==> src/rtl/sdram_ref_pkg.sv <==
package sdram_ref_pkg;

    typedef enum logic [2:0] {
        ST_IDLE     = 3'd0,
        ST_PRE      = 3'd1,
        ST_WAIT_RP  = 3'd2,
        ST_REF      = 3'd3,
        ST_WAIT_RFC = 3'd4
    } ref_state_e;

    typedef struct packed {
        logic cs_n;
        logic ras_n;
        logic cas_n;
        logic we_n;
        logic a10;
    } sd_cmd_t;

    localparam sd_cmd_t CMD_NOP     = '{cs_n: 1'b0, ras_n: 1'b1, cas_n: 1'b1, we_n: 1'b1, a10: 1'b0};
    localparam sd_cmd_t CMD_PRE_ALL = '{cs_n: 1'b0, ras_n: 1'b0, cas_n: 1'b1, we_n: 1'b0, a10: 1'b1};
    localparam sd_cmd_t CMD_REFRESH = '{cs_n: 1'b0, ras_n: 1'b0, cas_n: 1'b0, we_n: 1'b1, a10: 1'b0};

    function automatic sd_cmd_t cmd_for_state(input ref_state_e st);
        sd_cmd_t c;
        case (st)
            ST_PRE:  c = CMD_PRE_ALL;
            ST_REF:  c = CMD_REFRESH;
            default: c = CMD_NOP;
        endcase
        return c;
    endfunction

endpackage

==> src/rtl/ref_interval_timer.sv <==
module ref_interval_timer #(
    parameter int unsigned REFI_CYC = 780
) (
    input  logic clk,
    input  logic rst_n,
    output logic tick
);
    localparam int unsigned CNT_W = (REFI_CYC > 1) ? $clog2(REFI_CYC) : 1;
    localparam logic [CNT_W-1:0] LAST = CNT_W'(REFI_CYC - 1);

    typedef struct packed {
        logic [CNT_W-1:0] cnt;
    } tmr_t;

    tmr_t r_d, r_q;

    always_comb begin
        r_d  = r_q;
        tick = (r_q.cnt == LAST);
        if (tick) begin
            r_d.cnt = '0;
        end else begin
            r_d.cnt = r_q.cnt + CNT_W'(1);
        end
    end

    always_ff @(posedge clk or negedge rst_n) begin
        if (!rst_n) begin
            r_q <= '0;
        end else begin
            r_q <= r_d;
        end
    end
endmodule

==> src/rtl/ref_debt_counter.sv <==
module ref_debt_counter #(
    parameter int unsigned MAX_DEBT = 8,
    localparam int unsigned DEBT_W  = $clog2(MAX_DEBT + 1)
) (
    input  logic              clk,
    input  logic              rst_n,
    input  logic              tick,
    input  logic              pay,
    output logic [DEBT_W-1:0] debt,
    output logic              pending,
    output logic              full
);
    localparam logic [DEBT_W-1:0] CAP = DEBT_W'(MAX_DEBT);

    typedef struct packed {
        logic [DEBT_W-1:0] debt;
    } debt_t;

    debt_t r_d, r_q;

    always_comb begin
        r_d = r_q;
        if (tick && !pay) begin
            if (r_q.debt != CAP) begin
                r_d.debt = r_q.debt + DEBT_W'(1);
            end
        end else if (!tick && pay) begin
            if (r_q.debt != '0) begin
                r_d.debt = r_q.debt - DEBT_W'(1);
            end
        end
        debt    = r_q.debt;
        pending = (r_q.debt != '0);
        full    = (r_q.debt == CAP);
    end

    always_ff @(posedge clk or negedge rst_n) begin
        if (!rst_n) begin
            r_q <= '0;
        end else begin
            r_q <= r_d;
        end
    end
endmodule

==> src/rtl/ref_cmd_seq.sv <==
module ref_cmd_seq
    import sdram_ref_pkg::*;
#(
    parameter int unsigned TRP_CYC   = 2,
    parameter int unsigned TRFC_CYC  = 4,
    parameter int unsigned NUM_BANKS = 4
) (
    input  logic                 clk,
    input  logic                 rst_n,
    input  logic                 pending,
    input  logic                 full,
    input  logic                 host_req,
    input  logic                 host_busy,
    input  logic [NUM_BANKS-1:0] bank_open,
    output sd_cmd_t              cmd,
    output logic                 ref_fire,
    output logic                 idle
);
    localparam int unsigned WAIT_MAX = (TRP_CYC > TRFC_CYC) ? TRP_CYC : TRFC_CYC;
    localparam int unsigned WAIT_W   = (WAIT_MAX > 2) ? $clog2(WAIT_MAX) : 1;
    localparam logic [WAIT_W-1:0] RP_LOAD  = WAIT_W'(TRP_CYC - 2);
    localparam logic [WAIT_W-1:0] RFC_LOAD = WAIT_W'(TRFC_CYC - 2);

    typedef struct packed {
        ref_state_e        st;
        logic [WAIT_W-1:0] wait_cnt;
    } seq_t;

    seq_t r_d, r_q;
    logic start;
    logic any_open;

    always_comb begin
        r_d      = r_q;
        any_open = |bank_open;
        // Take the bus when owed and the host is between transactions;
        // a pending host request only wins while the debt is below the cap.
        start    = pending && !host_busy && (!host_req || full);

        case (r_q.st)
            ST_IDLE: begin
                if (start) begin
                    r_d.st = any_open ? ST_PRE : ST_REF;
                end
            end
            ST_PRE: begin
                r_d.st       = ST_WAIT_RP;
                r_d.wait_cnt = RP_LOAD;
            end
            ST_WAIT_RP: begin
                if (r_q.wait_cnt == '0) begin
                    r_d.st = ST_REF;
                end else begin
                    r_d.wait_cnt = r_q.wait_cnt - WAIT_W'(1);
                end
            end
            ST_REF: begin
                r_d.st       = ST_WAIT_RFC;
                r_d.wait_cnt = RFC_LOAD;
            end
            ST_WAIT_RFC: begin
                if (r_q.wait_cnt == '0) begin
                    r_d.st = ST_IDLE;
                end else begin
                    r_d.wait_cnt = r_q.wait_cnt - WAIT_W'(1);
                end
            end
            default: begin
                r_d.st       = ST_IDLE;
                r_d.wait_cnt = '0;
            end
        endcase

        cmd      = cmd_for_state(r_q.st);
        ref_fire = (r_q.st == ST_REF);
        idle     = (r_q.st == ST_IDLE);
    end

    always_ff @(posedge clk or negedge rst_n) begin
        if (!rst_n) begin
            r_q.st       <= ST_IDLE;
            r_q.wait_cnt <= '0;
        end else begin
            r_q <= r_d;
        end
    end
endmodule

==> src/rtl/sdram_refresh_sched.sv <==
module sdram_refresh_sched
    import sdram_ref_pkg::*;
#(
    parameter int unsigned REFI_CYC  = 780,
    parameter int unsigned TRP_CYC   = 2,
    parameter int unsigned TRFC_CYC  = 4,
    parameter int unsigned MAX_DEBT  = 8,
    parameter int unsigned NUM_BANKS = 4,
    localparam int unsigned DEBT_W   = $clog2(MAX_DEBT + 1)
) (
    input  logic                 clk,
    input  logic                 rst_n,
    input  logic                 host_req,
    input  logic                 host_busy,
    input  logic [NUM_BANKS-1:0] bank_open,
    output logic                 host_gnt,
    output logic                 ref_busy,
    output logic                 sd_cs_n,
    output logic                 sd_ras_n,
    output logic                 sd_cas_n,
    output logic                 sd_we_n,
    output logic                 sd_a10
);
    logic              tick;
    logic              ref_fire;
    logic              pending;
    logic              full;
    logic              idle;
    logic [DEBT_W-1:0] debt_q;
    sd_cmd_t           cmd;

    ref_interval_timer #(
        .REFI_CYC (REFI_CYC)
    ) u_timer (
        .clk   (clk),
        .rst_n (rst_n),
        .tick  (tick)
    );

    ref_debt_counter #(
        .MAX_DEBT (MAX_DEBT)
    ) u_debt (
        .clk     (clk),
        .rst_n   (rst_n),
        .tick    (tick),
        .pay     (ref_fire),
        .debt    (debt_q),
        .pending (pending),
        .full    (full)
    );

    ref_cmd_seq #(
        .TRP_CYC   (TRP_CYC),
        .TRFC_CYC  (TRFC_CYC),
        .NUM_BANKS (NUM_BANKS)
    ) u_seq (
        .clk       (clk),
        .rst_n     (rst_n),
        .pending   (pending),
        .full      (full),
        .host_req  (host_req),
        .host_busy (host_busy),
        .bank_open (bank_open),
        .cmd       (cmd),
        .ref_fire  (ref_fire),
        .idle      (idle)
    );

    always_comb begin
        host_gnt = idle && !full;
        ref_busy = !idle;
        sd_cs_n  = cmd.cs_n;
        sd_ras_n = cmd.ras_n;
        sd_cas_n = cmd.cas_n;
        sd_we_n  = cmd.we_n;
        sd_a10   = cmd.a10;
    end
endmodule

==> config.mk <==
export PLATFORM = sky130hd
export DESIGN_NAME = sdram_refresh_sched
export DESIGN_NICKNAME = d
export VERILOG_FILES = /design/src/rtl/sdram_ref_pkg.sv /design/src/rtl/ref_interval_timer.sv /design/src/rtl/ref_debt_counter.sv /design/src/rtl/ref_cmd_seq.sv /design/src/rtl/sdram_refresh_sched.sv
export SDC_FILE = /design/constraint.sdc
export NUM_CORES = 1
export LEC_CHECK = 0
export ABC_AREA = 1
export BUFFER_PORTS_ARGS = -buffer_cell sky130_fd_sc_hd__buf_2
export CAP_MARGIN = 20
export CORE_MARGIN = 2
export CORE_UTILIZATION = 51
export DETAILED_ROUTE_END_ITERATION = 10
export PLACE_DENSITY = 0.74
export SLEW_MARGIN = 20
export SYNTH_ARGS = -nofsm -noshare
export SYNTH_HDL_FRONTEND = slang
export SYNTH_SLANG_ARGS = --single-unit
export TNS_END_PERCENT = 1
==> constraint.sdc <==
create_clock -name clk -period 2.3 [get_ports clk]
set_clock_uncertainty 0.15 [all_clocks]
set_input_delay 0.23 -clock clk [delete_from_list [all_inputs] [get_ports clk]]
set_output_delay 0.23 -clock clk [all_outputs]
set_load 0.05 [all_outputs]
== After elaboration in Yosys (flattened, before gate mapping) ==
Index checks and enable logic that the tools add are counted.
Storage, ports and cells
  register bits: 19
  output and inout bits: 7
Cells by class
  $add $sub $neg: 4
  eq/ne operators: 12
  mux-type cells: 13
  bitwise operators: 1
  reductions and logical operators: 22
Operators with widths (count)
  2-to-1 mux 4 bit: 4
  case mux 3 bit (5 select lines): 1
  adder 10 x 1 -> 10 bit (second input constant): 1
  equality test 10 bit (second input constant): 1
  2-to-1 mux 10 bit: 1
  2-to-1 mux 3 bit: 3
  case mux 4 bit (2 select lines): 1
  equality test 3 x 2 -> 1 bit (second input constant): 2
  zero test 1 bit: 6
  inequality test 2 x 1 -> 1 bit (second input constant): 3
  case mux 2 bit (3 select lines): 1
  AND reduction 3 bit: 2
  logical AND 1 bit: 5
  adder 4 x 1 -> 4 bit (second input constant): 1
  equality test 4 bit (second input constant): 1
  2-to-1 mux 2 bit: 2
  inequality test 2 bit (second input constant): 2
  inequality test 4 bit (second input constant): 1
  nonzero test 2 bit: 2
  nonzero test 4 bit: 1
  OR reduction 4 bit: 1
  subtractor 4 x 1 -> 4 bit (second input constant): 1
  equality test 3 x 1 -> 1 bit (second input constant): 1
  equality test 3 bit (second input constant): 1
  7 further kinds: 7

== Depth between registers and ports, before layout ==
Gate-level depths: netlist of the first run.
  depth in word-level cells: 5
  mapped depth: 17
  depth with buffers taken out: 17

== Hierarchy ==
Synthesis of the first run repeated with hierarchy kept, for this count alone.
Second synthesis, totals
  cells, all modules: 170
  area, all modules: 1232.4 µm²
By module, submodules not included
  ref_interval_timer: instances 1, cells each 63, area each 500.5 µm², seq. area each 250.2 µm²
  ref_debt_counter: instances 1, cells each 51, area each 376.6 µm², seq. area each 100.1 µm²
  ref_cmd_seq: instances 1, cells each 54, area each 345.3 µm², seq. area each 125.1 µm²
  sdram_refresh_sched: instances 1, cells each 2, area each 10.0 µm², seq. area each 0.0 µm²

== Worst setup path after synthesis of the first run ==
OpenSTA, ideal clock, no wires.
  path type: register to register
  start point: reg u_timer.r_q[0] (netlist name)
  end point: reg u_debt.r_q (netlist bit u_debt.debt[2])
  setup time: 122 ps
  arrival: 1870 ps
  required time: 2028 ps
  setup slack: 158 ps
  stages on the path, launching flop included: 14
  buffers on the path: 0
  clock period less this slack: 2142 ps
  cells stage by stage: dfrtp_1 ha_1 nand2_1 nor2_1 nand2_1 inv_2 ha_1 inv_1 nand2_1 and2_1 ha_1 a21oi_1 xor2_1 o21ai_1
On the way
  longest elaborated chain between the ends: 5
  elaborated cells between the ends (all ways): 9
RTL lines
  from (decl): RTL line ref_interval_timer.sv:15  | tmr_t r_d, r_q;
  from (signal assigned): RTL line ref_interval_timer.sv:31  | r_q <= r_d;
  equality test 10 bit *: RTL line ref_interval_timer.sv:19  | tick = (r_q.cnt == LAST);
  zero test 1 bit: RTL line ref_debt_counter.sv:27  | end else if (!tick && pay) begin
  logical AND 1 bit: RTL line ref_debt_counter.sv:27
  nonzero test 2 bit (no source line)
  AND reduction 3 bit (no source line)
  to (signal assigned): RTL line ref_debt_counter.sv:41  | r_q <= r_d;
  to (decl): RTL line ref_debt_counter.sv:19  | debt_t r_d, r_q;
Mark *: on every way between the ends. The rest lies on a longest branch, timed or not.
A chain may end at the register's enable or synchronous reset.

== Final worst setup path of the first run ==
  start point: reg u_timer.r_q[5] (netlist name)
  end point: reg u_debt.r_q (netlist bit u_debt.debt[3])
The elaborated chain is that of the path after synthesis.

==> flow_metrics.tcl, run 1 <==
set metrics [dict create \
    area_delta_synth_final_pct 14.3 \
    worst_hold_path.num_cells 6 \
    finish.utilization 0.626 \
    detailedRoute.firstPassIterationCount 4 \
    synth_ff_type "sky130_fd_sc_hd__dfrtp_1" \
    dp.cells 203 \
    antenna_cell_count 0 \
    worst_setup_path_end_kind "register" \
    min-delay-path-class "in2reg" \
    drt-initial-drc-count 15 \
    whs_ps 153 \
    totalPowerFinal_uw 514 \
    drive_above_1_share 0.290 \
    place.detailed.hpwl_mm 1.84 \
    result_of_the_run "completed" \
    chipWidth_um 53.2 \
    initial_util 0.548 \
    final_cells 211 \
    synth_cells 161 \
    fin_crit_ps 2170 \
    worst_ep_arrival_time_ps 2210 \
    total_wire_length_after_detailed_routing_mm 2.21 \
    timing_max_transition_violations_final 0 \
    max_freq_ghz 0.460 \
    insertion_delay_ps 290 \
    placement_rows 17 \
    detail_route.wl_per_cell_um 10.5 \
    ff2ff_setup_slack_ps 130 \
    nets 198 \
    synth-edff-count 0 \
    num_io_pins 15 \
    global_route.usage.total 0.192 \
    cts_tree "done" \
    layout_worst_path_cycle_share 0.945 \
    initial_antenna_violation_count 0 \
    synthesis.area_sq_um 1230 \
    timing_worst_setup_path_type "reg2reg" \
    yosys_warnings 0 \
    finalHoldViolations 0 \
    max-cap-violations 0 \
    worstReg2RegEnd "u_debt.debt[3]" \
    synth_top_family_by_area "simple AND/OR/NAND/NOR gates" \
    cts.sinks 19 \
    final_antenna_net_count 0 \
    power_density_relative_to_cell_area_nw_per_um2 364 \
    rr_worst_depth 16 \
    routed-via-count 1015 \
    worst_setup_path_start_kind "register" \
    power.leakage_nw 0.752 \
    drc 0 \
    cp_max_fo 4 \
    vertical_die_dimension_um 53.2 \
    synth_fa_ha_area_frac 0.0608 \
    synth_seq_cells 19 \
    list_of_most_frequent_post_synthesis_cells "sky130_fd_sc_hd__nand2_1 (42), sky130_fd_sc_hd__inv_1 (24), sky130_fd_sc_hd__dfrtp_1 (19)" \
    synth.top_cells.by_area "sky130_fd_sc_hd__dfrtp_1 (39%), sky130_fd_sc_hd__nand2_1 (13%), sky130_fd_sc_hd__inv_1 (7.3%)" \
    synth_most_common_cell "sky130_fd_sc_hd__nand2_1" \
    gr-total-overflow 0 \
    synth_top_area_frac 0.385 \
    startpoint_of_the_lowest_slack_register_to_register_path "u_timer.r_q[5]" \
    multi_input_area_sq_um 637 \
    synth-seq-area-share 0.385 \
    setup_total_negative_slack_ps 0 \
    synth_cell_type_count 23 \
    min_from "host_busy" \
    route.detailed.vias_per_inst 4.81 \
    cts.clk_slew.worst_paths_ps 100 \
    synth-compound-area-share 0.0395 \
    synth_top_area_cell "sky130_fd_sc_hd__dfrtp_1" \
    yosys.area_share.simple 0.356 \
    rsz0062_at_grt "yes" \
    fp.dieArea_sq_um 2830 \
    synth_async_sr_flop_share 1.00 \
    core_sq_um 2250 \
    clock_tree_buffer_depth 2 \
    synthXorXnorAreaFrac 0.0496 \
    numPortBuffers 13 \
    sequential_cell_area_sq_um 475 \
    fillCellCount 219 \
    postSynthNetCount 175 \
    synthesized_area_per_cell_sq_um 7.67 \
    finalSetupViolations 0 \
    grt_first_pass_wirelength_mm 3.93 \
    vias_in_the_first_global_route 959 \
    cp.required_ps 2340 \
    globalplace.congestion 0.768 \
    cts_htree_levels 1 \
    numCtsBuffers 3 \
    synth_mux_area_frac 0 \
    worstHoldEndpoint "u_seq.r_q[2]" \
    clockRootBuffer "sky130_fd_sc_hd__clkbuf_4" \
    grt_start_max_net_pins 20 \
    largest_vdd_supply_drop_uv 467 \
]
## what timing repair did
| action | 4_1_cts | 5_1_grt |
|---|---|---|
| resized for setup | 0 | 3 |
| endpoints found under the hold margin | 19 | 0 |
| setup buffers | 1 | 2 |
| hold buffers | 1 | 0 |
| endpoints found under the setup margin | 1 | 2 |
| pin swaps | 0 | 3 |
## stage by stage
| step | worst slack [ps] | cell area, sq um |
|---|---|---|
| final | 126 | 1410 |
| after global routing | -55.7 | 1410 |
| after CTS | 26.9 | 1390 |
| after detailed placement | 27.5 | 1340 |
| after global placement | 136 | 1340 |
| after floorplan | 158 | 1230 |
## cells in the final DEF (no fill, tap or decap), drive strengths merged
cell type / instances
dfrtp: 19
inv: 33
xor2: 4
nand4: 2
and2: 1
buf: 18
xnor2: 3
dlygate4sd3: 1
nor3: 1
nand3: 16
conb: 1
clkbuf: 3
clkinv: 1
nand2: 44
o21ai: 6
a21oi: 3
nand3b: 1
nor2: 20
ha: 6
## worst max-delay path: stages, from the launching register on
cell	delay (ps)
sky130_fd_sc_hd__dfrtp_1	430
sky130_fd_sc_hd__nor2_1	120
sky130_fd_sc_hd__nand3_1	80
sky130_fd_sc_hd__nor2_1	90
sky130_fd_sc_hd__nand2_1	90
sky130_fd_sc_hd__inv_2	70
sky130_fd_sc_hd__ha_2	200
sky130_fd_sc_hd__inv_1	60
sky130_fd_sc_hd__ha_1	320
sky130_fd_sc_hd__nand3_1	100
sky130_fd_sc_hd__nand2_1	50
sky130_fd_sc_hd__inv_1	60
sky130_fd_sc_hd__nand2_1	50
sky130_fd_sc_hd__nand2_1	50
sky130_fd_sc_hd__nand2_1	50
sky130_fd_sc_hd__nand2_1	60
sky130_fd_sc_hd__nand2_1	40
## area by class of cell
cell class | instances | share of cell area
clock inverter | 1 | 0.00355
multi-input combinational | 108 | 0.451
clock buffer | 3 | 0.0160
timing repair buffer | 19 | 0.0798
inverter | 33 | 0.0878
tap | 28 | 0.0248
sequential | 19 | 0.337
## logic make-up after synthesis
logic type,count (synthesis)
flops,19
compound gates,9
simple gates,85
fa+ha+maj,6
other cells,1
xor+xnor,7
buf+inv,34
## where the power goes
group          internal, mW  total (mW)  switching [mW]
logic               0.00614      0.0184          0.0123
registers             0.334       0.334               0
clock network        0.0647       0.161          0.0968
## worst max path at each step
stage                         from             end  slack [ps]  cells after the start
finish              u_timer.r_q[5]  u_debt.debt[3]         130                     16
global route        u_timer.r_q[3]  u_debt.debt[3]         -60                     17
CTS                 u_timer.r_q[0]  u_debt.debt[2]          30                     13
detailed placement  u_timer.r_q[0]  u_debt.debt[2]          30                     13
global placement    u_timer.r_q[0]  u_debt.debt[2]         140                     13
floorplan           u_timer.r_q[0]  u_debt.debt[2]         160                     13
## per-layer routing
layer | global-route usage | up-vias | wire, um
li1 | - | 534 | -
met1 | 0.234 | 472 | 1010
met2 | 0.344 | 9 | 1140
met3 | 0.0508 | 0 | 56
met4 | 0.0256 | 0 | 0
met5 | 0 | - | 0
## sequential cells by signal, indices dropped and copies added (netlist names)
signal	flops
u_seq.r_q	5
u_debt.debt	4
u_timer.r_q	10
No activity file was read; power rests on OpenSTA's default activity.
==> inputs of run 2 (changes only) <==
--- a/config.mk
+++ b/config.mk
@@ -5,11 +5,10 @@
 export SDC_FILE = /design/constraint.sdc
 export NUM_CORES = 1
 export LEC_CHECK = 0
-export ABC_AREA = 1
 export BUFFER_PORTS_ARGS = -buffer_cell sky130_fd_sc_hd__buf_2
 export CAP_MARGIN = 20
 export CORE_MARGIN = 2
-export CORE_UTILIZATION = 51
+export CORE_UTILIZATION = 50
 export DETAILED_ROUTE_END_ITERATION = 10
 export PLACE_DENSITY = 0.74
 export SLEW_MARGIN = 20
==> flow_metrics.tcl, run 2 <==
set metrics [dict create \
    yosys_warnings 0 \
    startpoint_of_the_lowest_slack_register_to_register_path "u_timer.r_q[7]" \
    max_freq_ghz 0.440 \
    ff2ff_setup_slack_ps 30 \
    worst-path-buf-inv 1 \
    detailedRoute.firstPassIterationCount 4 \
    timing_worst_setup_path_type "reg2reg" \
    fin_crit_ps 2270 \
    worst_ep_arrival_time_ps 2360 \
    grt_first_pass_wirelength_mm 3.67 \
    synth-edff-count 0 \
    chipWidth_um 51.0 \
    synth_top_area_cell "sky130_fd_sc_hd__dfrtp_1" \
    layout.cells.most_common_list "sky130_fd_sc_hd__dfrtp_1 (19), sky130_fd_sc_hd__buf_4 (15), sky130_fd_sc_hd__buf_2 (13), sky130_fd_sc_hd__nor2_1 (10), sky130_fd_sc_hd__xnor2_1 (8)" \
    power_density_relative_to_cell_area_nw_per_um2 800 \
    synth_cells 115 \
    area_delta_synth_final_pct 27.1 \
    place.detailed.hpwl_mm 1.55 \
    drt-initial-drc-count 7 \
    globalplace.congestion 0.915 \
    rr_worst_depth 10 \
    timing_max_transition_violations_final 0 \
    largest_vdd_supply_drop_uv 508 \
    gr-total-overflow 0 \
    num_io_pins 15 \
    layout_worst_path_cycle_share 0.988 \
    worstReg2RegEnd "u_debt.debt[3]" \
    path_cells "nor4_2, nand3_1, nor3_4, ha_4, inv_2, ha_4, nand3b_1, a21o_1, o2111ai_2, xnor2_1" \
    fp.dieArea_sq_um 2600 \
    synth_most_common_cell "sky130_fd_sc_hd__dfrtp_1" \
    finalSetupViolations 0 \
    initial_antenna_violation_count 0 \
    cts_tree "done" \
    synth_async_sr_flop_share 1.00 \
    detail_route.wl_per_cell_um 12.6 \
    final_cells 172 \
    switchingPower_uw 509 \
    cp_max_fo 4 \
    cts_htree_levels 1 \
    finalHoldViolations 0 \
    share_comb_of_total_power 0.476 \
    clock_tree_buffer_depth 2 \
    total_wire_length_after_detailed_routing_mm 2.16 \
    min_from "host_busy" \
    placement_rows 17 \
    power.leakage_nw 0.620 \
    synth-seq-area-share 0.431 \
    rsz0062_at_grt "yes" \
    global_route.usage.total 0.189 \
    drive_above_1_share 0.340 \
    synthesized_area_per_cell_sq_um 9.60 \
    initial_util 0.514 \
    max_reg_flops 10 \
    cts.sinks 19 \
    clockRootBuffer "sky130_fd_sc_hd__clkbuf_4" \
    setup.worst_path.start "u_timer.r_q[7]" \
    worst_hold_path.num_cells 4 \
    vertical_die_dimension_um 51.0 \
    seq_power_share 0.365 \
    worst_path_most_repeated_cell "sky130_fd_sc_hd__ha_4" \
    synthesis.area_sq_um 1100 \
    finish.utilization 0.653 \
    numPortBuffers 13 \
    registers.top_by_ff_count "u_timer.r_q" \
    worst_setup_path_start_kind "register" \
    final_common_cell "sky130_fd_sc_hd__dfrtp_1" \
    antenna_cell_count 0 \
    synth_top_area_frac 0.431 \
    synth_seq_cells 19 \
    cp_slowest_cell "sky130_fd_sc_hd__dfrtp_1" \
    route.detailed.vias_per_inst 5.27 \
    list_of_most_frequent_post_synthesis_cells "sky130_fd_sc_hd__dfrtp_1 (19), sky130_fd_sc_hd__nor2_1 (11), sky130_fd_sc_hd__xnor2_1 (9)" \
    switching_share 0.454 \
    dp.cells 160 \
    result_of_the_run "completed" \
    final_antenna_net_count 0 \
    routed-via-count 907 \
    nets 159 \
    core_sq_um 2150 \
    max-cap-violations 0 \
    synth.top_cells.by_area "sky130_fd_sc_hd__dfrtp_1 (43%), sky130_fd_sc_hd__xnor2_1 (7.1%), sky130_fd_sc_hd__ha_1 (6.8%)" \
    vias_in_the_first_global_route 829 \
    numCtsBuffers 3 \
    synth_ff_type "sky130_fd_sc_hd__dfrtp_1" \
    worst_setup_path_end_kind "register" \
    kind_of_cell_adding_the_most_delay_to_the_critical_path "simple AND/OR/NAND/NOR gates" \
    drc 0 \
    insertion_delay_ps 310 \
    synth_cell_type_count 33 \
    postSynthNetCount 129 \
    min-delay-path-class "in2reg" \
    cp.required_ps 2390 \
    intPower_uw 613 \
    grt_start_max_net_pins 20 \
    crit_path_max_incr_delay_ps 420 \
    power_frac_clock 0.160 \
    cts.clk_slew.worst_paths_ps 120 \
    worstHoldEndpoint "u_seq.r_q[2]" \
]
[run 2: cell count changes after synthesis, moves of 4 or more]
cell / previous run / this run
sky130_fd_sc_hd__nor2b_1: 0 / 4
sky130_fd_sc_hd__xnor2_1: 3 / 9
sky130_fd_sc_hd__nand3_1: 10 / 5
sky130_fd_sc_hd__nand2_1: 42 / 7
sky130_fd_sc_hd__inv_2: 9 / 0
sky130_fd_sc_hd__inv_1: 24 / 6
sky130_fd_sc_hd__nor2_2: 5 / 0
sky130_fd_sc_hd__nand3_2: 6 / 0
[run 2: power by group through the flow]
stage          logic (mW)  registers [mW]  clock network, mW
6_report            0.534           0.409              0.179
5_1_grt             0.584           0.419              0.191
4_1_cts             0.538           0.410              0.176
3_5_place_dp        0.533           0.417                  0
3_3_place_gp        0.514           0.416                  0
2_1_floorplan       0.430           0.401                  0
[run 2: metrics by stage]
stage	TNS, ps	cell area [sq um]	power, mW	hold slack (ps)	setup slack [ps]
finish	0	1400	1.12	101	27.0
global route	-220	1400	1.19	145	-91.7
CTS	-51.8	1370	1.12	113	-27.9
detailed placement	-72.3	1260	0.950	35.4	-72.3
global placement	0	1260	0.929	34.2	50.4
floorplan	-18.1	1130	0.831	-216	-18.1
[run 2: cells by family (layout without fill, tap and decap cells)]
kind of cell	Yosys count	count (layout)	share of synthesized area
and+or+nand+nor	47	47	0.235
DFF	19	19	0.431
AOI/OAI and AO/OA	16	16	0.0907
xor gates and xnor gates	13	13	0.103
buffers and inverters	11	40	0.0499
adders and majority gates	6	6	0.0680
muxes	2	2	0.0193
other	1	1	0.00340
[run 2: worst max-delay path by stage]
stage / depth (start not counted) / slack [ps] / to
3_3_place_gp: 10 / 50 / u_debt.debt[3]
4_1_cts: 10 / -30 / u_debt.debt[2]
6_report: 10 / 30 / u_debt.debt[3]
2_1_floorplan: 10 / -20 / u_debt.debt[3]
5_1_grt: 9 / -90 / u_debt.debt[3]
3_5_place_dp: 10 / -70 / u_debt.debt[3]
[run 2: final cells by class]
type                    count  area, sq um
clock inverters             1         5.00
inverters                   6         22.5
multi-input cells          85          643
clock buffers               3         22.5
well taps                  28         35.0
flip-flops and latches     19          475
repair buffers             30          199
fillers                   174          746
[run 2: per-layer routing]
layer / GRT usage / part of all wire / wire [um]
met3: 0.0263 / 0.015 / 33
met2: 0.310 / 0.51 / 1090
met1: 0.251 / 0.46 / 991
met5: 0 / 0 / 0
met4: 0.0766 / 0.020 / 44
[run 2: what timing repair did]
action | in CTS | in global routing
pin swaps | 7 | 8
endpoints found under the hold margin | 19 | 0
setup buffers | 4 | 3
setup endpoints to repair | 1 | 4
resized for setup | 9 | 2
hold buffers | 1 | 0
[run 2: worst min-delay path, cell delays in order]
cell and delay [ps]:
sky130_fd_sc_hd__buf_2 80, sky130_fd_sc_hd__nor3_1 60, sky130_fd_sc_hd__mux2i_1 120, sky130_fd_sc_hd__nor3_1 50
